## config.mk

```make
export PLATFORM = sky130hd
export DESIGN_NAME = useq_sequencer
export DESIGN_NICKNAME = d
export VERILOG_FILES = /design/src/rtl/useq_pkg.sv /design/src/rtl/useq_cstore.sv /design/src/rtl/useq_addr_gen.sv /design/src/rtl/useq_ben_unit.sv /design/src/rtl/useq_sequencer.sv
export SDC_FILE = /design/constraint.sdc
export NUM_CORES = 1
export LEC_CHECK = 0
export CORE_ASPECT_RATIO = 1.25
export CORE_MARGIN = 2
export CORE_UTILIZATION = 65
export CTS_CLUSTER_SIZE = 30
export DETAILED_ROUTE_END_ITERATION = 8
export DONT_BUFFER_PORTS = 1
export GPL_ROUTABILITY_DRIVEN = 1
export GPL_TIMING_DRIVEN = 1
export PLACE_DENSITY = 0.81
export SYNTH_ARGS = -nofsm -noshare
export SYNTH_HDL_FRONTEND = slang
export SYNTH_HIERARCHICAL = 1
export SYNTH_SLANG_ARGS = --single-unit
```

## constraint.sdc

```tcl
create_clock -name clk -period 3.4 [get_ports clk]
set_clock_uncertainty 0.15 [all_clocks]
set_input_delay 0.51 -clock clk [delete_from_list [all_inputs] [get_ports clk]]
set_output_delay 0.51 -clock clk [all_outputs]
set_load 0.005 [all_outputs]
```

## src/rtl/useq_pkg.sv

```systemverilog
package useq_pkg;

  localparam int ST_W       = 6;
  localparam int OP_W       = 4;
  localparam int DP_W       = 26;
  localparam int COND_W     = 2;
  localparam int CW_W       = 1 + COND_W + ST_W + DP_W;
  localparam int NUM_STATES = 1 << ST_W;

  // datapath bit positions inside the low DP_W bits
  localparam int DP_LD_MAR    = 25;
  localparam int DP_LD_MDR    = 24;
  localparam int DP_LD_IR     = 23;
  localparam int DP_LD_BEN    = 22;
  localparam int DP_LD_REG    = 21;
  localparam int DP_LD_CC     = 20;
  localparam int DP_LD_PC     = 19;
  localparam int DP_GATE_PC   = 18;
  localparam int DP_GATE_MDR  = 17;
  localparam int DP_GATE_ALU  = 16;
  localparam int DP_GATE_ADDR = 15;
  localparam int DP_GATE_SHF  = 14;
  localparam int DP_PCSEL     = 12;  // 2 bits
  localparam int DP_DRSEL     = 11;
  localparam int DP_SR1SEL    = 10;
  localparam int DP_BASESEL   = 9;
  localparam int DP_OFFSEL    = 7;   // 2 bits
  localparam int DP_ADDRSEL   = 6;
  localparam int DP_ALUOP     = 4;   // 2 bits
  localparam int DP_MEM_EN    = 3;
  localparam int DP_WRITE     = 2;
  localparam int DP_WORD      = 1;
  localparam int DP_SHL1      = 0;

  typedef enum logic [COND_W-1:0] {
    SEQ_PLAIN  = 2'b00,
    SEQ_READY  = 2'b01,
    SEQ_BRANCH = 2'b10,
    SEQ_MODE   = 2'b11
  } seq_cond_e;

  typedef struct packed {
    logic            dispatch;
    seq_cond_e       cond;
    logic [ST_W-1:0] jump;
    logic [DP_W-1:0] dp;
  } ctrl_word_t;

  // OR the selected condition into its jump-address bit
  function automatic logic [ST_W-1:0] merge_cond(
    input logic [ST_W-1:0] jump,
    input seq_cond_e       cond,
    input logic            ready,
    input logic            ben,
    input logic            mode_bit
  );
    logic [ST_W-1:0] m;
    m = '0;
    case (cond)
      SEQ_READY:  m[1] = ready;
      SEQ_BRANCH: m[2] = ben;
      SEQ_MODE:   m[0] = mode_bit;
      default:    m = '0;
    endcase
    return jump | m;
  endfunction

  // direct opcode dispatch: zero-extend the opcode to a state number
  function automatic logic [ST_W-1:0] dispatch_addr(input logic [OP_W-1:0] op);
    return {{(ST_W-OP_W){1'b0}}, op};
  endfunction

  // branch enable from instruction bits 11..9 and {N,Z,P}
  function automatic logic branch_enable(input logic [2:0] sel, input logic [2:0] nzp);
    return |(sel & nzp);
  endfunction

endpackage

```

## src/rtl/useq_cstore.sv

```systemverilog
module useq_cstore
  import useq_pkg::*;
(
  input  logic [ST_W-1:0] state,
  output ctrl_word_t      word
);

  function automatic ctrl_word_t entry(input int s);
    ctrl_word_t w;
    w = '0;
    w.cond = SEQ_PLAIN;
    w.jump = ST_W'(18);
    case (s)
      18, 19: begin
        w.dp[DP_LD_MAR]  = 1'b1;
        w.dp[DP_GATE_PC] = 1'b1;
        w.dp[DP_LD_PC]   = 1'b1;
        w.jump           = ST_W'(33);
      end
      33: begin
        w.dp[DP_MEM_EN] = 1'b1;
        w.dp[DP_LD_MDR] = 1'b1;
        w.dp[DP_WORD]   = 1'b1;
        w.cond          = SEQ_READY;
        w.jump          = ST_W'(33);
      end
      35: begin
        w.dp[DP_GATE_MDR] = 1'b1;
        w.dp[DP_LD_IR]    = 1'b1;
        w.jump            = ST_W'(32);
      end
      32: begin
        w.dp[DP_LD_BEN] = 1'b1;
        w.dispatch      = 1'b1;
        w.jump          = '0;
      end
      0: begin
        w.cond = SEQ_BRANCH;
        w.jump = ST_W'(18);
      end
      22: begin
        w.dp[DP_LD_PC]                = 1'b1;
        w.dp[DP_PCSEL +: 2]           = 2'd2;
        w.dp[DP_OFFSEL +: 2]          = 2'd2;
        w.dp[DP_SHL1]                 = 1'b1;
      end
      1, 5, 9: begin
        w.dp[DP_LD_REG]      = 1'b1;
        w.dp[DP_LD_CC]       = 1'b1;
        w.dp[DP_GATE_ALU]    = 1'b1;
        w.dp[DP_SR1SEL]      = 1'b1;
        w.dp[DP_ALUOP +: 2]  = (s == 1) ? 2'd0 : (s == 5) ? 2'd1 : 2'd2;
      end
      12: begin
        w.dp[DP_LD_PC]       = 1'b1;
        w.dp[DP_PCSEL +: 2]  = 2'd2;
        w.dp[DP_BASESEL]     = 1'b1;
        w.dp[DP_SR1SEL]      = 1'b1;
      end
      13: begin
        w.dp[DP_GATE_SHF] = 1'b1;
        w.dp[DP_LD_REG]   = 1'b1;
        w.dp[DP_LD_CC]    = 1'b1;
        w.dp[DP_SR1SEL]   = 1'b1;
      end
      14: begin
        w.dp[DP_LD_REG]       = 1'b1;
        w.dp[DP_LD_CC]        = 1'b1;
        w.dp[DP_GATE_ADDR]    = 1'b1;
        w.dp[DP_ADDRSEL]      = 1'b1;
        w.dp[DP_OFFSEL +: 2]  = 2'd2;
        w.dp[DP_SHL1]         = 1'b1;
      end
      4: begin
        w.cond = SEQ_MODE;
        w.jump = ST_W'(20);
      end
      20: begin
        w.dp[DP_LD_REG]      = 1'b1;
        w.dp[DP_DRSEL]       = 1'b1;
        w.dp[DP_GATE_PC]     = 1'b1;
        w.dp[DP_LD_PC]       = 1'b1;
        w.dp[DP_PCSEL +: 2]  = 2'd2;
        w.dp[DP_BASESEL]     = 1'b1;
        w.dp[DP_SR1SEL]      = 1'b1;
      end
      21: begin
        w.dp[DP_LD_REG]       = 1'b1;
        w.dp[DP_DRSEL]        = 1'b1;
        w.dp[DP_GATE_PC]      = 1'b1;
        w.dp[DP_LD_PC]        = 1'b1;
        w.dp[DP_PCSEL +: 2]   = 2'd2;
        w.dp[DP_OFFSEL +: 2]  = 2'd3;
        w.dp[DP_SHL1]         = 1'b1;
      end
      15: begin
        w.dp[DP_LD_MAR]    = 1'b1;
        w.dp[DP_GATE_ADDR] = 1'b1;
        w.jump             = ST_W'(28);
      end
      28: begin
        w.dp[DP_MEM_EN]  = 1'b1;
        w.dp[DP_LD_MDR]  = 1'b1;
        w.dp[DP_WORD]    = 1'b1;
        w.dp[DP_LD_REG]  = 1'b1;
        w.dp[DP_DRSEL]   = 1'b1;
        w.dp[DP_GATE_PC] = 1'b1;
        w.cond           = SEQ_READY;
        w.jump           = ST_W'(28);
      end
      30: begin
        w.dp[DP_GATE_MDR]    = 1'b1;
        w.dp[DP_LD_PC]       = 1'b1;
        w.dp[DP_PCSEL +: 2]  = 2'd1;
      end
      2, 3, 6, 7: begin
        w.dp[DP_LD_MAR]       = 1'b1;
        w.dp[DP_GATE_ADDR]    = 1'b1;
        w.dp[DP_ADDRSEL]      = 1'b1;
        w.dp[DP_BASESEL]      = 1'b1;
        w.dp[DP_SR1SEL]       = 1'b1;
        w.dp[DP_OFFSEL +: 2]  = 2'd1;
        w.dp[DP_SHL1]         = (s == 6) || (s == 7);
        w.jump = (s == 2) ? ST_W'(29) : (s == 3) ? ST_W'(24) :
                 (s == 6) ? ST_W'(25) : ST_W'(23);
      end
      29, 25: begin
        w.dp[DP_MEM_EN] = 1'b1;
        w.dp[DP_LD_MDR] = 1'b1;
        w.dp[DP_WORD]   = (s == 25);
        w.cond          = SEQ_READY;
        w.jump          = ST_W'(s);
      end
      31, 27: begin
        w.dp[DP_GATE_MDR] = 1'b1;
        w.dp[DP_LD_REG]   = 1'b1;
        w.dp[DP_LD_CC]    = 1'b1;
        w.dp[DP_WORD]     = (s == 27);
      end
      24, 23: begin
        w.dp[DP_LD_MDR] = 1'b1;
        w.dp[DP_WORD]   = (s == 23);
        w.jump          = (s == 24) ? ST_W'(17) : ST_W'(16);
      end
      16, 17: begin
        w.dp[DP_MEM_EN] = 1'b1;
        w.dp[DP_WRITE]  = 1'b1;
        w.dp[DP_WORD]   = (s == 16);
        w.cond          = SEQ_READY;
        w.jump          = ST_W'(s);
      end
      default: begin
        // reserved and unused states fall back to fetch
        w.jump = ST_W'(18);
      end
    endcase
    return w;
  endfunction

  ctrl_word_t rom [NUM_STATES];

  for (genvar g = 0; g < NUM_STATES; g++) begin : g_rom
    assign rom[g] = entry(g);
  end

  assign word = rom[state];

endmodule

```

## src/rtl/useq_addr_gen.sv

```systemverilog
module useq_addr_gen
  import useq_pkg::*;
(
  input  ctrl_word_t      word,
  input  logic            mem_ready,
  input  logic            ben,
  input  logic [OP_W-1:0] opcode,
  input  logic            mode_bit,
  output logic [ST_W-1:0] next_state,
  output logic            took_dispatch
);

  logic [ST_W-1:0] cond_addr;

  always_comb begin
    cond_addr     = merge_cond(word.jump, word.cond, mem_ready, ben, mode_bit);
    took_dispatch = word.dispatch;
    next_state    = word.dispatch ? dispatch_addr(opcode) : cond_addr;
  end

endmodule

```

## src/rtl/useq_ben_unit.sv

```systemverilog
module useq_ben_unit
  import useq_pkg::*;
(
  input  logic       clk,
  input  logic       rst_n,
  input  logic       load,
  input  logic [2:0] sel,
  input  logic [2:0] nzp,
  output logic       ben
);

  always_ff @(posedge clk) begin
    if (!rst_n)    ben <= 1'b0;
    else if (load) ben <= branch_enable(sel, nzp);
  end

endmodule

```

## src/rtl/useq_sequencer.sv

```systemverilog
module useq_sequencer
  import useq_pkg::*;
#(
  parameter logic [ST_W-1:0] RESET_STATE = ST_W'(18)
) (
  input  logic            clk,
  input  logic            rst_n,
  input  logic            mem_ready,
  input  logic [6:0]      ir_bits,
  input  logic [2:0]      cc_nzp,
  output logic [ST_W-1:0] state_o,
  output logic [CW_W-1:0] ctrl_o,
  output logic            ben_o
);

  logic [ST_W-1:0] state_q;
  logic [ST_W-1:0] next_state_w;
  logic            dispatch_w;
  logic            ben_w;
  ctrl_word_t      word_w;

  useq_cstore u_cstore (
    .state (state_q),
    .word  (word_w)
  );

  useq_ben_unit u_ben (
    .clk   (clk),
    .rst_n (rst_n),
    .load  (word_w.dp[DP_LD_BEN]),
    .sel   (ir_bits[2:0]),
    .nzp   (cc_nzp),
    .ben   (ben_w)
  );

  useq_addr_gen u_addr (
    .word          (word_w),
    .mem_ready     (mem_ready),
    .ben           (ben_w),
    .opcode        (ir_bits[6:3]),
    .mode_bit      (ir_bits[2]),
    .next_state    (next_state_w),
    .took_dispatch (dispatch_w)
  );

  always_ff @(posedge clk) begin
    if (!rst_n) state_q <= RESET_STATE;
    else        state_q <= next_state_w;
  end

  assign state_o = state_q;
  assign ctrl_o  = word_w;
  assign ben_o   = ben_w;

endmodule

```

==> results of run 1 <==
[flip-flops by register name (all words and copies together) (netlist names)]
signal and cells:
state_o 6, u_ben/ben 1
[layer usage]
metal	up-vias	GRT usage, %	wire length [um]
met2	90	53.65	1697
met4	0	16.67	51
li1	596	-	-
met5	-	0	0
met3	6	6.250	332
met1	610	40.08	1391
[worst register-to-register path, cell delays in order (launching register included)]
cell and delay (ns):
dfxtp_1 0.55, inv_1 0.25, ha_1 0.33, nand3_1 0.15, a211oi_1 0.09, a221o_1 0.37, a311oi_1 0.24, a21oi_1 0.06
and2_1 0.17
[area by class of cell]
type | instances | area [um2]
clock buffers | 4 | 26.28
fillers | 179 | 584.3
inverters | 8 | 30.03
multi-input cells | 138 | 902.1
flip-flops and latches | 7 | 140.1
well taps | 19 | 23.77
repair buffers | 5 | 37.54
[cells in the final DEF (no fill, tap or decap), types with 2 or more instances in the layout]
master,n
a211oi_1,7
a21boi_1,2
a21oi_1,16
a22o_1,2
a311oi_1,2
a31oi_1,2
and2_1,4
and2b_1,2
and3_1,4
buf_4,5
clkbuf_4,3
dfxtp_1,7
ha_1,10
inv_1,5
inv_2,3
mux2i_1,5
nand2_1,18
nand2b_1,5
nand3_1,8
nor2_1,15
nor2b_1,3
nor3_1,4
o21ai_0,8
o21ai_1,2
o31ai_1,2
o32a_1,2
[where the power goes]
group / internal, mW / switching, mW
clock: 0.0447 / 0.0298
combinational: 0.298 / 0.465
sequential: 0.108 / 0.0828
[through the flow]
step,util (%),std cells,worst slack (ns),hold slack (ns)
2_1_floorplan,-,167,1.239,0.3913
3_3_place_gp,64.99,177,1.045,0.4140
3_5_place_dp,64.99,177,0.9772,0.4266
4_1_cts,66.50,181,0.7071,0.1901
5_1_grt,66.50,181,0.5697,0.1784
6_report,66.50,181,0.7016,0.1945
[worst max path at each step]
stage | end | cells after the start
2_1_floorplan | ctrl_o[20] | 5
5_1_grt | ctrl_o[20] | 5
3_5_place_dp | ctrl_o[21] | 5
6_report | ctrl_o[20] | 5
4_1_cts | ctrl_o[21] | 5
3_3_place_gp | ctrl_o[21] | 5
==> summary.md, run 1 <==
| Metric | Value |
|---|---|
| Inserted Clock Buffers | `3` |
| ANT nets after route | `0` |
| CTS Buffer Depth | `2` |
| Grt ovf | `0` |
| # setup viols final | `0` |
| Slew HR | `approximately 58%` |
| R2R Path Start | `state_o[1]` |
| Area delta synth->final | `-1.905%` |
| First-pass GRT wire length | `between 5000 and 6000 um` |
| Initial DRC count | `between 90 and 100` |
| Top cell by count, worst path | `a211oi_1` |
| VDD IR-drop max | `roughly 500 uV` |
| Die H | `between 50 and 60 um` |
| Max Cap Violations | `0` |
| Hold Buf Count CTS | `0` |
| Root Buffer Master | `clkbuf_4` |
| Cell-by-cell listing of the critical path | `inv_1 -> ha_1 -> and3_1 -> a211oi_1 -> a211oi_1` |
| Drt pass-1 iters | `4` |
| Hold Path Sink | `state_o[4]` |
| Worst hold stages | `1` |
| DP Area | `about 1100 um2` |
| Synthesized area | `about 1200 um2` |
| CORE AREA | `between 1500 and 2000 um2` |
| Min cycle time layout | `about 2.7 ns` |
| WL final | `3472 um` |
| Total power | `1.029 mW` |
| Largest delay share family, worst path | `flip-flops` |
| Via count | `about 1300` |
| Num ports | `55` |
| Crit start category | `register` |
| Yosys warns | `6` |
| RR Endpoint | `state_o[0]` |
| Antenna violations before repair | `0` |
| Total track usage | `32.48%` |
| Setup tns final | `0 ns` |
| HP Start | `rst_n` |
| GP Congestion | `0.9493` |
| Hpwl dp | `2597 um` |
| Slowest Stage Delay on Critical Path | `0.55 ns` |
| # DRC | `0` |
| Syn_area_per_cell | `about 7.1 um2` |
| CTS tree | `yes` |
| Worst path required time | `between 2 and 3 ns` |
| Die width | `around 42 um` |
| Largest net degree at the start of global routing | `24` |
| Maximum clock frequency | `370.6 MHz` |
| Clock latency on the worst-skew pair | `about 0.25 ns` |
| Clock slew at reported path FFs | `approximately 0.05 ns` |
| Sink Count | `7` |
| R2R cell count | `8` |
| CP bufs+invs | `1` |
| Vias in the first global route | `~1200` |
| Endpoint class of the critical path | `output pin` |
| Port bufs | `0` |
| Worst Max-Slew Pin Slew | `roughly 0.63 ns` |
| Slowest-stage cell, CP | `dfxtp_1` |
| Final Slew Violations | `0` |
| Synthesized Nets | `between 150 and 200` |
| Worst R2R Setup Slack | `between 0.9 and 1 ns` |
| Layout cell share with drive strength beyond 1 | `about 9.9%` |
| Hold crit path type | `primary input to register` |
| Routed length per instance | `19.18 um` |
| Total Nets Final | `approximately 190` |
| Leak | `0.4584 nW` |
| Worst Path Arrival | `between 2 and 2.5 ns` |
| Final hold violation count | `0` |
| CTS resizes | `0` |
| PD cells | `a little under 900 nW/um2` |
| CP startpoint | `state_o[1]` |
| Area of all placed cells without fillers | `~1200 um2` |
| CP Max Fanout | `11` |
| Setup CP Type | `register to output pin` |
| Initial Util | `67.79%` |
| ANT cells | `0` |
| RSZ-0062 raised after global routing | `false` |
| Setup bufs post-CTS | `0` |
| Num rows | `17` |
| Final Cycle Share | `79.36%` |
| Number of H-tree levels | `1` |
| Die area | `2178 um2` |
| Post-DR vias/cell | `approximately 7.2` |
| Status | `finished, final reports clean` |
| Mapped Cells | `roughly 170` |
Note: power is estimated with default switching activity, not from simulation.
==> inputs of run 2 (changes only) <==
CORE_UTILIZATION = 57   (was 65)
PLACE_DENSITY = 0.75   (was 0.81)
clock period = 2.4 ns   (was 3.4 ns; I/O delays follow)
==> run 2 against run 1 <==
Compared with the run above:
- largest power group unchanged
- critical path type unchanged
- hold slack lost 0.16 ns
- sequential power is 12% higher
- global-route usage grew 0.28 points
==> summary.md, run 2 (synthesis gave the netlist of run 1 again) <==
| Metric | Value |
|---|---|
| Status | `finished, final reports clean (unchanged)` |
| Maximum clock frequency | `between 400 and 500 MHz` |
| Die H | `54.92 um (was 51.69 um)` |
| Inserted Clock Buffers | `3 (unchanged)` |
| R2R cell count | `6 (was 8)` |
| Antenna violations before repair | `0 (unchanged)` |
| First-pass GRT wire length | `5885 um (was 5478 um)` |
| Max Cap Violations | `0 (unchanged)` |
| Max reg flops | `6 (unchanged)` |
| Slowest Stage Delay on Critical Path | `0.38 ns (was 0.55 ns)` |
| Area delta synth->final | `4.233% (was -1.905%)` |
| Drt pass-1 iters | `4 (unchanged)` |
| Largest net degree at the start of global routing | `20 (was 24)` |
| Most frequent cells in the layout | `nand2_1, a21oi_1, nor2_1 (unchanged)` |
| Worst hold stages | `1 (unchanged)` |
| Num ports | `55 (unchanged)` |
| Routed length per instance | `19.91 um (was 19.18 um)` |
| CTS Buffer Depth | `2 (unchanged)` |
| Area of all placed cells without fillers | `1232 um2 (was 1160 um2)` |
| Min cycle time layout | `2.276 ns` |
| RSZ-0062 raised after global routing | `false (unchanged)` |
| PD cells | `1266 nW/um2 (was 887.5 nW/um2)` |
| Slowest-stage cell, CP | `ha_1 (was dfxtp_1)` |
| Hold Buf Count CTS | `0 (unchanged)` |
| Final Slew Violations | `0 (unchanged)` |
| # DRC | `0 (unchanged)` |
| Dpl cells | `185 (was 177)` |
| Final Cycle Share | `a little over nine tenths` |
| # setup viols final | `0 (unchanged)` |
| Setup tns final | `0 ns (unchanged)` |
| Die area | `2457 um2 (was 2178 um2)` |
| GP Congestion | `0.9292 (was 0.9493)` |
| Clock slew at reported path FFs | `0.05 ns (about the same)` |
| Grt ovf | `0 (unchanged)` |
| CTS tree | `yes (unchanged)` |
| Hold crit path type | `primary input to register (unchanged)` |
| Clock latency on the worst-skew pair | `0.25 ns (about the same)` |
| Cell-by-cell listing of the critical path | `inv_1 -> ha_1 -> and3_1 -> a211oi_1 -> a311oi_1 (was inv_1 -> ha_1 -> and3_1 -> a211oi_1 -> a211oi_1)` |
| Initial DRC count | `92 (was 99)` |
| Hpwl dp | `2879 um (was 2597 um)` |
| Initial Util | `60.34% (was 67.79%)` |
| Endpoint class of the critical path | `output pin (unchanged)` |
| Most common cell after layout, fill and taps aside | `nand2_1 (unchanged)` |
| Die width | `44.74 um (was 42.15 um)` |
| CORE AREA | `1959 um2 (was 1744 um2)` |
| ANT cells | `0 (unchanged)` |
| Final hold violation count | `0 (unchanged)` |
| CP Max Fanout | `8 (was 11)` |
| Slew HR | `72.11% (was 58.05%)` |
| Final non-filler cell total | `189 (was 181)` |
| Num rows | `18 (was 17)` |
| Worst path required time | `1.89 ns (was 2.74 ns)` |
| DP Area | `1187 um2 (was 1134 um2)` |
| Sink Count | `7 (unchanged)` |
| Crit start category | `register (unchanged)` |
| Vias in the first global route | `1300 (was 1207)` |
| Total Nets Final | `193 (was 186)` |
| ANT nets after route | `0 (unchanged)` |
| Worst Path Arrival | `1.77 ns (was 2.04 ns)` |
| Worst Max-Slew Pin Slew | `0.4178 ns (was 0.6283 ns)` |
| Port bufs | `0 (unchanged)` |
| Leak | `0.4966 nW (was 0.4584 nW)` |
| WL final | `3763 um (was 3472 um)` |
| Total track usage | `32.77% (was 32.48%)` |
| Finished Core Util | `62.90% (was 66.50%)` |
| Layout cell share with drive strength beyond 1 | `15.38% (was 9.877%)` |
| Number of H-tree levels | `1 (unchanged)` |
| Post-DR vias/cell | `7.016 (was 7.193)` |
| VDD IR-drop max | `711.9 uV (was 490.7 uV)` |
| Root Buffer Master | `clkbuf_4 (unchanged)` |
| Setup CP Type | `register to output pin (unchanged)` |
| Via count | `1326 (was 1302)` |
==> run 2: changes by cell type in the layout (fill, tap and decap cells not counted), sizes merged <==
cell,delta
buf,+7
==> run 2: metal layers <==
layer	global-route usage (%)	routed length, um
met5	0	0
met4	17.68	101
met3	4.221	408
met2	53.14	1808
met1	41.93	1444
==> run 2: final timing paths <==
path	startpoint	slack, ns	end
worst min-delay path	rst_n	0.04	state_o[1]
worst max register to register	state_o[5]	0.28	state_o[0]
worst min register to register	u_ben/ben	0.47	u_ben/ben
worst max-delay path	state_o[1]	0.12	ctrl_o[21]
==> run 2: stage by stage <==
step | power (mW) | setup WS [ns] | hold slack (ns)
6_report | 1.560 | 0.1240 | 0.03626
5_1_grt | 1.689 | 0.001551 | 0.02696
4_1_cts | 1.517 | 0.002611 | 0.02868
3_5_place_dp | 1.396 | 0.1689 | 0.2890
3_3_place_gp | 1.385 | 0.1765 | 0.2851
2_1_floorplan | 1.147 | 0.2926 | 0.2830
==> run 2: final cells by class <==
class	count	area [um2]
Multi-Input combinational cell	138	919.6
Fill cell	196	726.9
Sequential cell	7	141.4
Timing Repair Buffer	12	90.09
Inverter	8	30.03
Clock buffer	4	26.28
Tap cell	20	25.02
==> run 2: critical path: cells and delay by family, from the launching register on <==
family	cells	cell delay (ns)
flops	1	0.37
compound gates	2	0.42
buf+inv	1	0.15
simple gates	1	0.19
fa+ha+maj	1	0.38
==> run 2: power breakdown <==
part	switching (mW)	leakage (nW)	internal (mW)
Combinational	0.757	0.424	0.481
Clock	0.0447	0.0150	0.0635
Sequential	0.0589	0.0574	0.155
Total	0.861	0.497	0.699
==> run 2: timing repair <==
item,CTS,global route
gates cloned,0,0
setup buffers,0,0
pin swaps,0,1
resized for setup,1,4
endpoints found under the setup margin,1,7
==> inputs of run 3 (changes only) <==
HOLD_SLACK_MARGIN = 0.05   (was not set)
PLACE_DENSITY = 0.84   (was 0.75)
SKIP_LAST_GASP = 1   (was not set)
==> run 3 against run 2 <==
Compared with the run above:
- register-to-register slack got worse by 0.02 ns
- sequential power is 9.3% higher
- fmax decreased by 0.54%
- total power shrank 1.0%
- flip-flop and latch count unchanged
- first-iteration DRC count shrank 43%
- global-route usage decreased by 0.52 points
- critical path depth decreased by 1
- critical endpoint is now ctrl_o[32]
- highest routed layer unchanged
==> summary.md, run 3 (synthesis gave the netlist of run 1 again) <==
| Metric | Value |
|---|---|
| Status | `finished, final reports clean (unchanged)` |
| CTS tree | `yes (unchanged)` |
| Layout cell share with drive strength beyond 1 | `15.88% (was 15.38%)` |
| # setup viols final | `0 (unchanged)` |
| P_int | `696.5 uW (was 699.4 uW)` |
| Final Slew Violations | `0 (unchanged)` |
| GP Congestion | `0.9646 (was 0.9292)` |
| Switching pwr | `847.9 uW (was 860.9 uW)` |
| Worst Max-Slew Pin Slew | `0.4018 ns (was 0.4178 ns)` |
| Total power | `1.544 mW (was 1.560 mW)` |
| Final hold violation count | `0 (unchanged)` |
| Setup bufs post-CTS | `0 (unchanged)` |
| # DRC | `0 (unchanged)` |
| Initial Util | `60.34% (unchanged)` |
| Max Cap Violations | `0 (unchanged)` |
| Antenna violations before repair | `0 (unchanged)` |
| Port bufs | `0 (unchanged)` |
| Hold crit path type | `primary input to register (unchanged)` |
| Crit start category | `register (unchanged)` |
| Num rows | `18 (unchanged)` |
| Sw Ratio | `54.90% (was 55.18%)` |
| Most common cell after layout, fill and taps aside | `nand2_1 (unchanged)` |
| CTS Buffer Depth | `2 (unchanged)` |
| Clock latency on the worst-skew pair | `0.25 ns (about the same)` |
| Area delta synth->final | `4.868% (was 4.233%)` |
| Initial DRC count | `52 (was 92)` |
| WHS | `0.08279 ns (was 0.03626 ns)` |
| Die H | `54.92 um (unchanged)` |
| R2R Path Start | `state_o[5] (unchanged)` |
| Final non-filler cell total | `190 (was 189)` |
| Clock slew at reported path FFs | `0.05 ns (about the same)` |
| Root Buffer Master | `clkbuf_4 (unchanged)` |
| Slew HR | `73.18% (was 72.11%)` |
| WL final | `3613 um (was 3763 um)` |
| Final Cycle Share | `95.35% (was 94.83%)` |
| Drt pass-1 iters | `6 (was 4)` |
| VDD IR-drop max | `813.6 uV (was 711.9 uV)` |
| Via count | `1310 (was 1326)` |
| Clock power share | `6.8% (was 6.9%)` |
| Total Nets Final | `194 (was 193)` |
| ANT cells | `0 (unchanged)` |
| Post-DR vias/cell | `6.895 (was 7.016)` |
| HP Start | `rst_n (unchanged)` |
| Hpwl dp | `2764 um (was 2879 um)` |
| Most frequent cells in the layout | `nand2_1, a21oi_1, nor2_1 (unchanged)` |
| Vias in the first global route | `1256 (was 1300)` |
| Min cycle time layout | `2.288 ns (was 2.276 ns)` |
| Sequential share of power | `15.1% (was 13.7%)` |
| Setup CP Type | `register to output pin (unchanged)` |
| Die width | `44.74 um (unchanged)` |
| CP startpoint | `state_o[5] (was state_o[1])` |
| Leak | `0.4997 nW (was 0.4966 nW)` |
| Die area | `2457 um2 (unchanged)` |
| Routed length per instance | `19.02 um (was 19.91 um)` |
| Sink Count | `7 (unchanged)` |
| Worst Path Arrival | `1.78 ns (was 1.77 ns)` |
| Grt ovf | `0 (unchanged)` |
| Number of H-tree levels | `1 (unchanged)` |
| ANT nets after route | `0 (unchanged)` |
| Num ports | `55 (unchanged)` |
| Logic gate share of total power | `78.1% (was 79.3%)` |
| First-pass GRT wire length | `5775 um (was 5885 um)` |
| Endpoint class of the critical path | `output pin (unchanged)` |
| Total track usage | `32.24% (was 32.77%)` |
| Worst path required time | `1.89 ns (about the same)` |
| CP Max Fanout | `9 (was 8)` |
| CORE AREA | `1959 um2 (unchanged)` |
| PD cells | `1246 nW/um2 (was 1266 nW/um2)` |
| Inserted Clock Buffers | `3 (unchanged)` |
| Largest net degree at the start of global routing | `26 (was 20)` |
| Dpl cells | `185 (unchanged)` |
| Max reg flops | `6 (unchanged)` |
| Maximum clock frequency | `437.0 MHz (was 439.4 MHz)` |
| Setup tns final | `0 ns (unchanged)` |
## run 3: stage by stage
| stage | worst slack (ns) | instance area [um2] | util [%] |
|---|---|---|---|
| 2_1_floorplan | 0.2926 | 1182 | - |
| 3_3_place_gp | 0.3260 | 1187 | 60.60 |
| 3_5_place_dp | 0.2856 | 1187 | 60.60 |
| 4_1_cts | 0.02944 | 1224 | 62.45 |
| 5_1_grt | -0.006556 | 1240 | 63.28 |
| 6_report | 0.1117 | 1240 | 63.28 |
## run 3: path summary, 6_finish.rpt
check | endpoint | slack (ns) | cells after the start
worst max-delay path | ctrl_o[32] | 0.11 | 4
worst min-delay path | state_o[0] | 0.08 | 1
worst max register to register | state_o[0] | 0.26 | 6
worst min register to register | u_ben/ben | 0.46 | 2
## run 3: what timing repair did
item,in CTS,in global routing
hold buffers,1,0
setup endpoints to repair,0,8
resized for setup,0,5
hold endpoints to repair,2,0
## run 3: worst max-delay path, stage by stage, from the launching register on
cell     delay [ns]
dfxtp_1        0.56
nor3b_4        0.38
nand2_1        0.16
o21ai_1        0.15
a221o_1        0.28
## run 3: metal layers
layer / up-vias / GRT usage, % / routed length [um]
met5: - / 0 / 0
met4: 0 / 17.17 / 125
met3: 16 / 6.494 / 356
met2: 90 / 53.86 / 1764
met1: 595 / 38.63 / 1366
li1: 609 / - / -
## run 3: power by group through the flow
stage	registers, mW	logic (mW)	clock network (mW)
finish	0.234	1.21	0.105
global route	0.244	1.31	0.120
CTS	0.226	1.17	0.108
detailed placement	0.229	1.16	0
global placement	0.225	1.15	0
floorplan	0.211	0.936	0
## run 3: area by class of cell
cell class                      instances  area [um2]
Multi-Input combinational cell        138       917.1
Timing Repair Buffer                   13       100.1
Fill cell                             179       719.4
Inverter                                8       30.03
Clock buffer                            4       26.28
Tap cell                               20       25.02
Sequential cell                         7       141.4
